--- src/rtl/adc_be_pkg.sv ---
// Package: shared defaults and the overlap weight rule of the back end.
// Assumes stages 1..NSTG-1 have equal code width and the last stage is narrower.
package adc_be_pkg;
    localparam int DEF_NSTG   = 5;
    localparam int DEF_CODE_W = 4;
    localparam int DEF_LAST_W = 2;
    localparam int DEF_ERR_W  = 8;

    // Left shift of lead stage k (0 = stage 1) so its LSB meets the next stage's MSB.
    function automatic int lead_shift(input int k, input int nstg,
                                      input int code_w, input int last_w);
        return (nstg - 2 - k) * (code_w - 1) + (last_w - 1);
    endfunction
endpackage

--- src/rtl/skew_align.sv ---
// Module: skew_align
// Delays each stage's code by a depth that falls by one per stage, so the
// five codes of one sample leave together. Assumes stage k+1 delivers its
// code exactly one cycle after stage k for the same sample.
module skew_align #(
    parameter int NSTG   = 5,
    parameter int CODE_W = 4,
    parameter int LAST_W = 2
) (
    input  logic                           clk,
    input  logic                           rst_n,
    input  logic                           s_vld,
    input  logic [NSTG-2:0][CODE_W-1:0]    lead_code,
    input  logic [LAST_W-1:0]              tail_code,
    output logic [NSTG-2:0][CODE_W-1:0]    al_lead,
    output logic [LAST_W-1:0]              al_tail,
    output logic                           al_vld
);
    logic [NSTG-1:0] vsh;
    logic [LAST_W-1:0] tail_q;

    for (genvar k = 0; k < NSTG - 1; k++) begin : g_lane
        localparam int D = NSTG - k;
        logic [D-1:0][CODE_W-1:0] sh;

        // Shift chain for lead stage k.
        always_ff @(posedge clk) begin
            if (!rst_n) begin
                sh <= '0;
            end else begin
                sh[0] <= lead_code[k];
                for (int j = 1; j < D; j++) sh[j] <= sh[j-1];
            end
        end
        assign al_lead[k] = sh[D-1];
    end

    // Last stage arrives last and needs a single register.
    always_ff @(posedge clk) begin
        if (!rst_n) tail_q <= '0;
        else        tail_q <= tail_code;
    end
    assign al_tail = tail_q;

    // Sample marker travels with the stage-1 code.
    always_ff @(posedge clk) begin
        if (!rst_n) vsh <= '0;
        else        vsh <= {vsh[NSTG-2:0], s_vld};
    end
    assign al_vld = vsh[NSTG-1];

    AST_RST_CLEAR: assert property (@(posedge clk) !rst_n |=> (al_vld == 1'b0 && al_lead == '0));
endmodule

--- src/rtl/cal_store.sv ---
// Module: cal_store
// Register-based store of per-stage error terms, one entry per stage and code.
// A gated write port is used by the calibration sequencer, and one combinational
// read port per stage is used during conversion. Reset clears every entry.
module cal_store #(
    parameter  int NSTG   = 5,
    parameter  int CODE_W = 4,
    parameter  int ERR_W  = 8,
    localparam int SEL_W  = $clog2(NSTG),
    localparam int AW     = SEL_W + CODE_W,
    localparam int DEPTH  = NSTG << CODE_W
) (
    input  logic                          clk,
    input  logic                          rst_n,
    input  logic                          cal_mode,
    input  logic                          cal_we,
    input  logic [AW-1:0]                 cal_addr,
    input  logic [ERR_W-1:0]              cal_wdata,
    input  logic [NSTG-1:0][CODE_W-1:0]   rd_code,
    output logic [NSTG-1:0][ERR_W-1:0]    rd_err
);
    logic [DEPTH-1:0][ERR_W-1:0] mem;
    logic wr_ok;

    // Stage field must name an existing stage.
    assign wr_ok = (int'(cal_addr[AW-1:CODE_W]) < NSTG);

    // Gated write, full clear on reset.
    always_ff @(posedge clk) begin
        if (!rst_n) begin
            mem <= '0;
        end else if (cal_mode && cal_we && wr_ok) begin
            mem[cal_addr] <= cal_wdata;
        end
    end

    for (genvar k = 0; k < NSTG; k++) begin : g_rd
        localparam logic [SEL_W-1:0] KSEL = SEL_W'(k);
        assign rd_err[k] = mem[{KSEL, rd_code[k]}];
    end

    AST_WR_BLOCKED: assert property (@(posedge clk) disable iff (!rst_n)
        !cal_mode |=> $stable(mem));
    AST_WR_TAKE: assert property (@(posedge clk) disable iff (!rst_n)
        (cal_mode && cal_we && wr_ok) |=> mem[$past(cal_addr)] == $past(cal_wdata));
endmodule

--- src/rtl/overlap_sum.sv ---
// Module: overlap_sum
// Adds aligned stage codes with one bit of overlap and totals the signed
// error terms; both results are registered together with the sample marker.
// Assumes error terms are already scaled to output LSBs.
module overlap_sum #(
    parameter  int NSTG   = 5,
    parameter  int CODE_W = 4,
    parameter  int LAST_W = 2,
    parameter  int ERR_W  = 8,
    localparam int OUT_W  = (NSTG - 1) * (CODE_W - 1) + LAST_W,
    localparam int SUM_W  = OUT_W + 2,
    localparam int ES_W   = ERR_W + $clog2(NSTG) + 1
) (
    input  logic                          clk,
    input  logic                          rst_n,
    input  logic [NSTG-2:0][CODE_W-1:0]   al_lead,
    input  logic [LAST_W-1:0]             al_tail,
    input  logic                          al_vld,
    input  logic [NSTG-1:0][ERR_W-1:0]    err,
    output logic [SUM_W-1:0]              raw_q,
    output logic signed [ES_W-1:0]        err_q,
    output logic                          sum_vld
);
    logic [SUM_W-1:0]       raw_c;
    logic signed [ES_W-1:0] err_c;

    // Weighted overlap addition of all stage codes.
    always_comb begin
        raw_c = SUM_W'(al_tail);
        for (int k = 0; k < NSTG - 1; k++) begin
            raw_c = raw_c + (SUM_W'(al_lead[k]) << adc_be_pkg::lead_shift(k, NSTG, CODE_W, LAST_W));
        end
    end

    // Sign-extended total of the looked-up error terms.
    always_comb begin
        err_c = '0;
        for (int k = 0; k < NSTG; k++) begin
            err_c = err_c + ES_W'($signed(err[k]));
        end
    end

    // Register sums and marker.
    always_ff @(posedge clk) begin
        if (!rst_n) begin
            raw_q   <= '0;
            err_q   <= '0;
            sum_vld <= 1'b0;
        end else begin
            raw_q   <= raw_c;
            err_q   <= err_c;
            sum_vld <= al_vld;
        end
    end
endmodule

--- src/rtl/adc_pipe_corr.sv ---
// Module: adc_pipe_corr (top)
// Digital back end of a five-stage pipelined converter: aligns skewed stage
// codes, adds them with overlap, subtracts stored error terms, clips to the
// output range and registers word, out-of-range flag and valid.
// Assumes the calibration store is written only while conversions are idle.
module adc_pipe_corr #(
    parameter  int NSTG   = adc_be_pkg::DEF_NSTG,
    parameter  int CODE_W = adc_be_pkg::DEF_CODE_W,
    parameter  int LAST_W = adc_be_pkg::DEF_LAST_W,
    parameter  int ERR_W  = adc_be_pkg::DEF_ERR_W,
    localparam int OUT_W  = (NSTG - 1) * (CODE_W - 1) + LAST_W,
    localparam int AW     = $clog2(NSTG) + CODE_W
) (
    input  logic                         clk,
    input  logic                         rst_n,
    input  logic                         s_vld,
    input  logic [NSTG-2:0][CODE_W-1:0]  lead_code,
    input  logic [LAST_W-1:0]            tail_code,
    input  logic                         cal_mode,
    input  logic                         cal_we,
    input  logic [AW-1:0]                cal_addr,
    input  logic [ERR_W-1:0]             cal_wdata,
    output logic [OUT_W-1:0]             out_word,
    output logic                         out_otr,
    output logic                         out_vld
);
    localparam int SUM_W = OUT_W + 2;
    localparam int ES_W  = ERR_W + $clog2(NSTG) + 1;
    localparam int CW    = SUM_W + 2;
    localparam logic signed [CW-1:0] HI_LIM = CW'((1 << OUT_W) - 1);

    logic [NSTG-2:0][CODE_W-1:0] al_lead;
    logic [LAST_W-1:0]           al_tail;
    logic                        al_vld;
    logic [NSTG-1:0][CODE_W-1:0] rd_code;
    logic [NSTG-1:0][ERR_W-1:0]  rd_err;
    logic [SUM_W-1:0]            raw_q;
    logic signed [ES_W-1:0]      err_q;
    logic                        sum_vld;
    logic signed [CW-1:0]        corr;
    logic [OUT_W-1:0]            word_c;
    logic                        otr_c;

    skew_align #(.NSTG(NSTG), .CODE_W(CODE_W), .LAST_W(LAST_W)) u_align (
        .clk(clk), .rst_n(rst_n), .s_vld(s_vld),
        .lead_code(lead_code), .tail_code(tail_code),
        .al_lead(al_lead), .al_tail(al_tail), .al_vld(al_vld)
    );

    // Lookup addresses: lead codes as is, last code zero-extended.
    always_comb begin
        for (int k = 0; k < NSTG - 1; k++) rd_code[k] = al_lead[k];
        rd_code[NSTG-1] = CODE_W'(al_tail);
    end

    cal_store #(.NSTG(NSTG), .CODE_W(CODE_W), .ERR_W(ERR_W)) u_store (
        .clk(clk), .rst_n(rst_n), .cal_mode(cal_mode), .cal_we(cal_we),
        .cal_addr(cal_addr), .cal_wdata(cal_wdata),
        .rd_code(rd_code), .rd_err(rd_err)
    );

    overlap_sum #(.NSTG(NSTG), .CODE_W(CODE_W), .LAST_W(LAST_W), .ERR_W(ERR_W)) u_sum (
        .clk(clk), .rst_n(rst_n), .al_lead(al_lead), .al_tail(al_tail),
        .al_vld(al_vld), .err(rd_err),
        .raw_q(raw_q), .err_q(err_q), .sum_vld(sum_vld)
    );

    // Apply correction and clip to the output rails.
    always_comb begin
        corr = $signed({2'b00, raw_q}) - CW'(err_q);
        if (corr < 0) begin
            word_c = '0;
            otr_c  = 1'b1;
        end else if (corr > HI_LIM) begin
            word_c = '1;
            otr_c  = 1'b1;
        end else begin
            word_c = corr[OUT_W-1:0];
            otr_c  = 1'b0;
        end
    end

    // Output register.
    always_ff @(posedge clk) begin
        if (!rst_n) begin
            out_word <= '0;
            out_otr  <= 1'b0;
            out_vld  <= 1'b0;
        end else begin
            out_word <= word_c;
            out_otr  <= otr_c;
            out_vld  <= sum_vld;
        end
    end

    AST_CLIP_RAIL: assert property (@(posedge clk) disable iff (!rst_n)
        out_otr |-> (out_word == '1 || out_word == '0));
    AST_OUT_RST: assert property (@(posedge clk) !rst_n |=> (!out_vld && !out_otr));
endmodule

--- config.mk ---
export PLATFORM = sky130hd
export DESIGN_NAME = adc_pipe_corr
export DESIGN_NICKNAME = d
export VERILOG_FILES = /design/src/rtl/adc_be_pkg.sv /design/src/rtl/skew_align.sv /design/src/rtl/cal_store.sv /design/src/rtl/overlap_sum.sv /design/src/rtl/adc_pipe_corr.sv
export SDC_FILE = /design/constraint.sdc
export NUM_CORES = 2
export LEC_CHECK = 0
export BUFFER_PORTS_ARGS = -buffer_cell sky130_fd_sc_hd__buf_4
export CAP_MARGIN = 25
export CORE_AREA = 2 2 257 322
export CTS_CLUSTER_DIAMETER = 200
export DETAILED_ROUTE_END_ITERATION = 7
export DIE_AREA = 0 0 259 324
export SYNTH_ARGS = -nofsm -noshare
export SYNTH_HDL_FRONTEND = slang
export SYNTH_SLANG_ARGS = --single-unit
export TNS_END_PERCENT = 100
--- constraint.sdc ---
create_clock -name clk -period 6.25 [get_ports clk]
set_input_delay 0 -clock clk [delete_from_list [all_inputs] [get_ports clk]]
set_output_delay 0 -clock clk [all_outputs]
set_load 0.005 [all_outputs]
==> After elaboration in Yosys (flattened, before gate mapping) <==
Index checks and enable logic that the tools add are counted.
{ "classes": {"n_mul": 0, "magnitude_cmp": 10, "add_sub_neg": 9, "shift": 0, "n_mux": 16, "reduce_logical": 4, "n_div": 0, "n_eq_ne": 0, "bitwise_logic": 1} }
{ "op_table": {"columns": ["cell", "count"], "rows": [
  ["640-bit bitwise mux", 1],
  ["8-bit binary-select mux with 4-bit select", 4],
  ["8-bit demux with 7-bit select", 1],
  ["8-bit 2-to-1 mux", 6],
  ["12-bit by 8-bit adder with 12-bit output", 2],
  ["18-bit by 15-bit greater-than comparator with 1-bit output, second input constant", 1],
  ["18-bit by 1-bit < comparator with 1-bit output, second input constant", 1],
  ["17-bit by 12-bit subtractor with 18-bit output", 1],
  ["16-bit by 11-bit adder with 16-bit output", 1],
  ["16-bit by 5-bit adder with 16-bit output", 1],
  ["16-bit by 8-bit adder with 16-bit output", 1],
  ["8-bit binary-select mux with 2-bit select", 1],
  ["6-bit by 8-bit < comparator with 1-bit output, second input constant", 2],
  ["7-bit by 8-bit < comparator with 1-bit output, second input constant", 2],
  ["2-bit by 14-bit adder with 15-bit output", 1],
  ["14-bit 2-to-1 mux", 1],
  ["9-bit by 8-bit adder with 10-bit output", 1],
  ["8-bit by 8-bit adder with 9-bit output", 1],
  ["4-bit by 8-bit < comparator with 1-bit output, second input constant", 1],
  ["5-bit by 8-bit < comparator with 1-bit output, second input constant", 1],
  ["7-bit by 1-bit >= comparator with 1-bit output, second input constant", 1],
  ["1-bit logical AND", 3],
  ["3-bit < comparator, second input constant", 1],
  ["1-bit 2-to-1 mux", 2],
  ["other kinds (2)", 2]
]} }
{ "totals": {"mem_bits_ro": 0, "memories": 0, "reg_bits": 748, "out_inout_bits": 16, "mem_bits_rw": 0, "latch_bits": 0, "elab_cells": 142} }

==> Depth between registers and ports, before layout <==
{ "logic_depth": {"depth_word": 6, "mapped_depth": 24, "depth_no_buf": 22} }

==> By module <==
From an unflattened synthesis, not the netlist that was laid out.
{ "hier_totals": {"hier_cells": 3132, "area_unflattened_um2": 33739.9} }
{ "by_module_without_submodules": {"columns": ["module", "seq_area_each_um2", "cells_each", "area_each_um2", "instances"], "rows": [
  ["cal_store", 12812.3, 2551, 28044.4, 1],
  ["overlap_sum", 560.5, 259, 2311.0, 1],
  ["skew_align", 1261.2, 148, 1884.3, 1],
  ["adc_pipe_corr", 320.3, 174, 1500.2, 1]
]} }

==> Least setup slack after synthesis <==
OpenSTA, ideal clock, no wires.
{ "synth_path": {"path_kind": "reg2reg", "start": "register u_align.g_lane[1].sh, in the netlist u_align.al_lead[4]", "end": "register u_sum.err_q[10]", "setup_time_ns": 0.129, "n_path_buf": 2, "required_time_ns": 6.121, "stages_incl_launch_ff": 22, "arrival_time_ns": 5.165, "path_slack_ns": 0.957, "cell_sequence": "dfxtp_1 clkbuf_1 buf_2 mux4_2 mux4_2 inv_1 fa_1 inv_1 ha_1 inv_1 fa_1 inv_1 fa_1 ha_1 a21o_1 a21oi_1 o21ai_0 a2111oi_0 nor3_1 a31oi_1 xor2_1 nor2_1"} }
{ "synth_between": {"elab_chain_cells": 6} }
{ "synth_rtl": {"columns": ["element", "line", "text"], "rows": [
  ["start: declaration", "skew_align.sv:24", "logic [D-1:0][CODE_W-1:0] sh;"],
  ["8-bit binary-select mux with 4-bit select", "cal_store.sv:39", "assign rd_err[k] = mem[{KSEL, rd_code[k]}];"],
  ["8-bit 2-to-1 mux (implied by the code)", "cal_store.sv:39", null],
  ["8-bit by 8-bit adder with 9-bit output", "overlap_sum.sv:39", "err_c = err_c + ES_W'($signed(err[k]));"],
  ["9-bit by 8-bit adder with 10-bit output", "overlap_sum.sv:39", null],
  ["12-bit by 8-bit adder with 12-bit output (2 in a row)", "overlap_sum.sv:39", null],
  ["end signal: assignment", "overlap_sum.sv:51", "err_q <= err_c;"],
  ["end: declaration", "overlap_sum.sv:21", "output logic signed [ES_W-1:0] err_q,"]
]} }
Every way passes these cells. The select of a mux whose other input is x is not followed.
A chain may end at the register's enable or synchronous reset.

==> Final worst setup path <==
{ "layout_path": {"start": "register u_align.g_lane[2].sh, in the netlist u_align.al_lead[8]", "end": "register u_sum.err_q[11]"} }
{ "layout_between": {"elab_chain_cells": 5} }
{ "layout_rtl": {"columns": ["element", "line"], "rows": [
  ["start: declaration", "skew_align.sv:24"],
  ["8-bit binary-select mux with 4-bit select", "cal_store.sv:39"],
  ["8-bit 2-to-1 mux (implied by the code)", "cal_store.sv:39"],
  ["9-bit by 8-bit adder with 10-bit output", "overlap_sum.sv:39"],
  ["12-bit by 8-bit adder with 12-bit output (2 in a row)", "overlap_sum.sv:39"]
]} }
Every way passes these cells. The select of a mux whose other input is x is not followed.

==> flow_metrics.tcl <==
set metrics [dict create \
    run_status "completed" \
    cts_tree "yes" \
    slew_viol_final 0 \
    met1_usage_pct 24.01 \
    ys_ff_latch 651 \
    worst_pin_slew_ps 1028 \
    synth_compound_area_share_pct 6.805 \
    slowest_delay_ps 610 \
    ir_worst_vdd_uv 194.5 \
    p_seq_share_pct 48.5 \
    worstSetupStartpointType "register" \
    area_growth_syn_to_layout_pct 12.81 \
    clkTransAtPathRegs_ps 60 \
    die_area_um2 83920 \
    syn_nets 3008 \
    finalWirelength_um 76340 \
    synth_edf_count 0 \
    grt_usage_pct 18.10 \
    routed_via_density 5.228 \
    rrSetupSlack_ps 500 \
    synth_xor_xnor_area_share_pct 0.8799 \
    syn_avg_cell_area_um2 9.920 \
    grt_pass1_vias 20250 \
    min_period_over_period_pct 92.08 \
    ant_nets 0 \
    async_flop_share_pct 0 \
    crit_slowest_cell "dfxtp_2" \
    muxShareOfSynthArea_pct 23.13 \
    dr.pass1.iters 7 \
    die_h_um 324 \
    drt_iter0_drc 1828 \
    rsz0062_at_grt "no" \
    ios 54 \
    synth.distinct_cells 60 \
    finalWeightedCongestion 0.7984 \
    antenna_cells 0 \
    min_to "u_store.mem[244]" \
    pwr-share-comb_pct 4.9 \
    rows 117 \
    grt_pass1_wl_um 119300 \
    p_sw_share_pct 23.19 \
    final_nets 2955 \
    synthFlopType "dfxtp_1" \
    p_leak_nw 10.80 \
    fin_crit_ps 5755 \
    htreeDepth 3 \
    cts_buffers 69 \
    synth_top_family_by_area "multiplexers" \
    tns_ps 0 \
    clock-sinks 651 \
    clk_latency_ps 610 \
    wl_per_cell_um 19.20 \
    port_buffers 53 \
    core-area_um2 80950 \
    worst-setup-path-type "register to register" \
    grt_max_degree 214 \
    ys_warn_count 0 \
    r2r_end "u_sum.err_q[11]" \
    initial_utilization_pct 35.66 \
    r2r-start "u_align.al_lead[8]" \
    powerDensity_nw_per_um2 266.4 \
    hold_viol 0 \
    reg2regPathDepth 17 \
    synth_adder_area_share_pct 3.147 \
    hold_slack_ps 53.97 \
    endpoint_kind "register" \
    crit_chain "buf_4, mux4_2, mux4_2, fa_1, inv_1, fa_1, xnor2_1, fa_1, ha_1, nor2b_1, o21ai_0, a21boi_0, o21ai_0, a21boi_0, o21ai_0, a21oi_1, a211oi_1" \
    busiest_layer "met2" \
    met2_usage_pct 29.90 \
    cp.depth 17 \
    relSlewSlack_pct 30.49 \
    drive_above_1_share_pct 15.39 \
    dp_hpwl_um 47850 \
    grtUsageMet3_pct 2.532 \
    p_int_mw 6.662 \
    critical_path_buf_inv_count 2 \
    crit_family "adder cells" \
    antenna_found_initial 0 \
    die_w_um 259 \
    skew_ps 25.20 \
    crit_arrival_ps 6270 \
    cap_viol_max_count 0 \
    synthesis.area_um2 28870 \
    vias 20780 \
    fin_total_pwr_mw 8.674 \
    required_ps 6770 \
    max_freq_mhz 173.8 \
    holdCritStartpoint "cal_wdata[4]" \
    seq_area_frac_synth_pct 45.15 \
    clock_path_buffers 3 \
    drc 0 \
    holdPathStages 3 \
    yosys.area_share.simple_pct 16.82 \
    cts-root-buf "clkbuf_16" \
    grt-ovfl-total 0 \
    worstPathMaxFanout 14 \
    p_sw_mw 2.012 \
    hold_class "input pin to register" \
    power.share.clock_pct 46.6 \
    synth_cells 2910 \
    setup_violations 0 \
]
[area by class of cell]
class / instances / area [µm²]
clock buffer: 94 / 1972
multi-input combinational: 1957 / 14720
sequential: 651 / 13040
fill: 7892 / 48390
clock inverter: 24 / 226.5
tap: 1071 / 1340
inverter: 58 / 225.2
timing repair buffer: 120 / 1042
[sequential cells by signal, summed over array words and instances (netlist names)]
register / count
u_sum.raw_q: 15
u_align.al_tail: 2
u_align.g_lane.sh: 40
out_vld: 1
u_sum.err_q: 12
out_otr: 1
u_sum.sum_vld: 1
u_align.al_lead: 16
out_word: 14
u_store.mem: 544
u_align.vsh: 5
[tightest hold or removal path, delay by kind of cell]
family / cells / cell delay, ps
AND/OR/NAND/NOR: 1 / 170
buffers and inverters: 1 / 370
AO/OA/AOI/OAI: 1 / 60
[kinds of logic (layout without fill, tap and decap cells)]
kind of cell             Yosys count  in the layout
AO/OA/AOI/OAI                    349            349
XOR/XNOR                          29             29
adder cells (fa/ha/maj)           60             60
buffers and inverters            302            296
flip-flops                       651            651
multiplexers                     457            457
AND/OR/NAND/NOR                 1062           1062
[stage by stage]
| stage | cell area (µm²) | worst slack (ps) | util [%] | cells |
|---|---|---|---|---|
| after floorplan | 28870 | 956.7 | - | 2910 |
| after global placement | 30100 | 739.4 | 37.19 | 3831 |
| after detailed placement | 30100 | 577.4 | 37.19 | 3831 |
| after CTS | 32550 | 554.2 | 40.21 | 3974 |
| after global routing | 32560 | 117.8 | 40.23 | 3975 |
| final | 32560 | 495.2 | 40.23 | 3975 |
[layout by cell type, fill, tap and decap left out, types with 13 or more instances in the layout]
master	Yosys	final
fa_1	21	21
dlygate4sd3_1	0	25
a21oi_1	283	283
xor2_1	14	14
nor2_2	11	14
ha_1	39	39
nand2_1	315	315
dfxtp_1	651	645
o21ai_0	18	18
mux2i_1	289	289
buf_4	2	88
inv_1	57	57
and2_1	70	70
clkinv_2	0	14
xnor2_1	15	15
nand3_1	261	261
nor2_1	329	325
mux4_2	168	168
nor2_4	24	25
clkbuf_8	0	13
clkbuf_16	0	70
[cells in the mapped netlist (2+ instances only)]
library cell / instances / area (µm²)
nand3b_1: 3 / 22.52
nor2b_1: 12 / 75.07
clkbuf_1: 213 / 799.5
ha_1: 39 / 488.0
o21a_1: 3 / 22.52
o21ai_2: 2 / 17.52
o21ai_1: 3 / 15.01
xnor2_1: 15 / 131.4
nand3_1: 261 / 1306
a21boi_0: 2 / 15.01
o21ai_0: 18 / 90.09
nor2_1: 329 / 1235
or3_1: 4 / 25.02
a21oi_1: 283 / 1416
inv_1: 57 / 214.0
fa_1: 21 / 420.4
nand2b_1: 8 / 50.05
o41ai_4: 2 / 55.05
nor2_4: 24 / 270.3
nor3b_1: 2 / 15.01
buf_4: 2 / 15.01
nor3_1: 12 / 60.06
a21oi_2: 9 / 78.83
mux2i_1: 289 / 2893
nor2_2: 11 / 68.82
dfxtp_1: 651 / 13030
and2_1: 70 / 437.9
a21o_1: 8 / 60.06
buf_1: 8 / 30.03
buf_2: 19 / 95.09
o21bai_1: 3 / 22.52
a2111oi_0: 2 / 17.52
nand2_1: 315 / 1182
mux4_2: 168 / 3784
a31oi_1: 4 / 25.02
xor2_1: 14 / 122.6
[layer usage]
metal  share of wire (%)  vias up
met5                   0        -
met4                 3.4        0
met3                 4.6      121
met2                  47      520
met1                  45    10180
li1                    -     9959
[repair_timing]
item / CTS / global route
buffers inserted: 0 / 0
endpoints found under the setup margin: 0 / 0
endpoints found under the hold margin: 34 / 0
hold buffers: 25 / 0
gates resized for setup: 0 / 0
[power groups by stage]
stage	combinational (mW)	clock [mW]	sequential, mW
after floorplan	0.281	0	4.29
after global placement	0.410	0	4.30
after detailed placement	0.409	0	4.30
after CTS	0.423	4.13	4.21
after global routing	0.456	4.31	4.21
final	0.423	4.04	4.21
[worst max path at each step]
stage	start	end	slack [ps]
after floorplan	u_align.al_lead[4]	u_sum.err_q[10]	960
after global placement	u_align.al_lead[8]	u_sum.err_q[10]	740
after detailed placement	u_align.al_lead[8]	u_sum.err_q[11]	580
after CTS	u_align.al_lead[8]	u_sum.err_q[11]	550
after global routing	u_align.al_lead[8]	u_sum.err_q[11]	120
final	u_align.al_lead[8]	u_sum.err_q[11]	500
(Power assumes the default switching activity.)
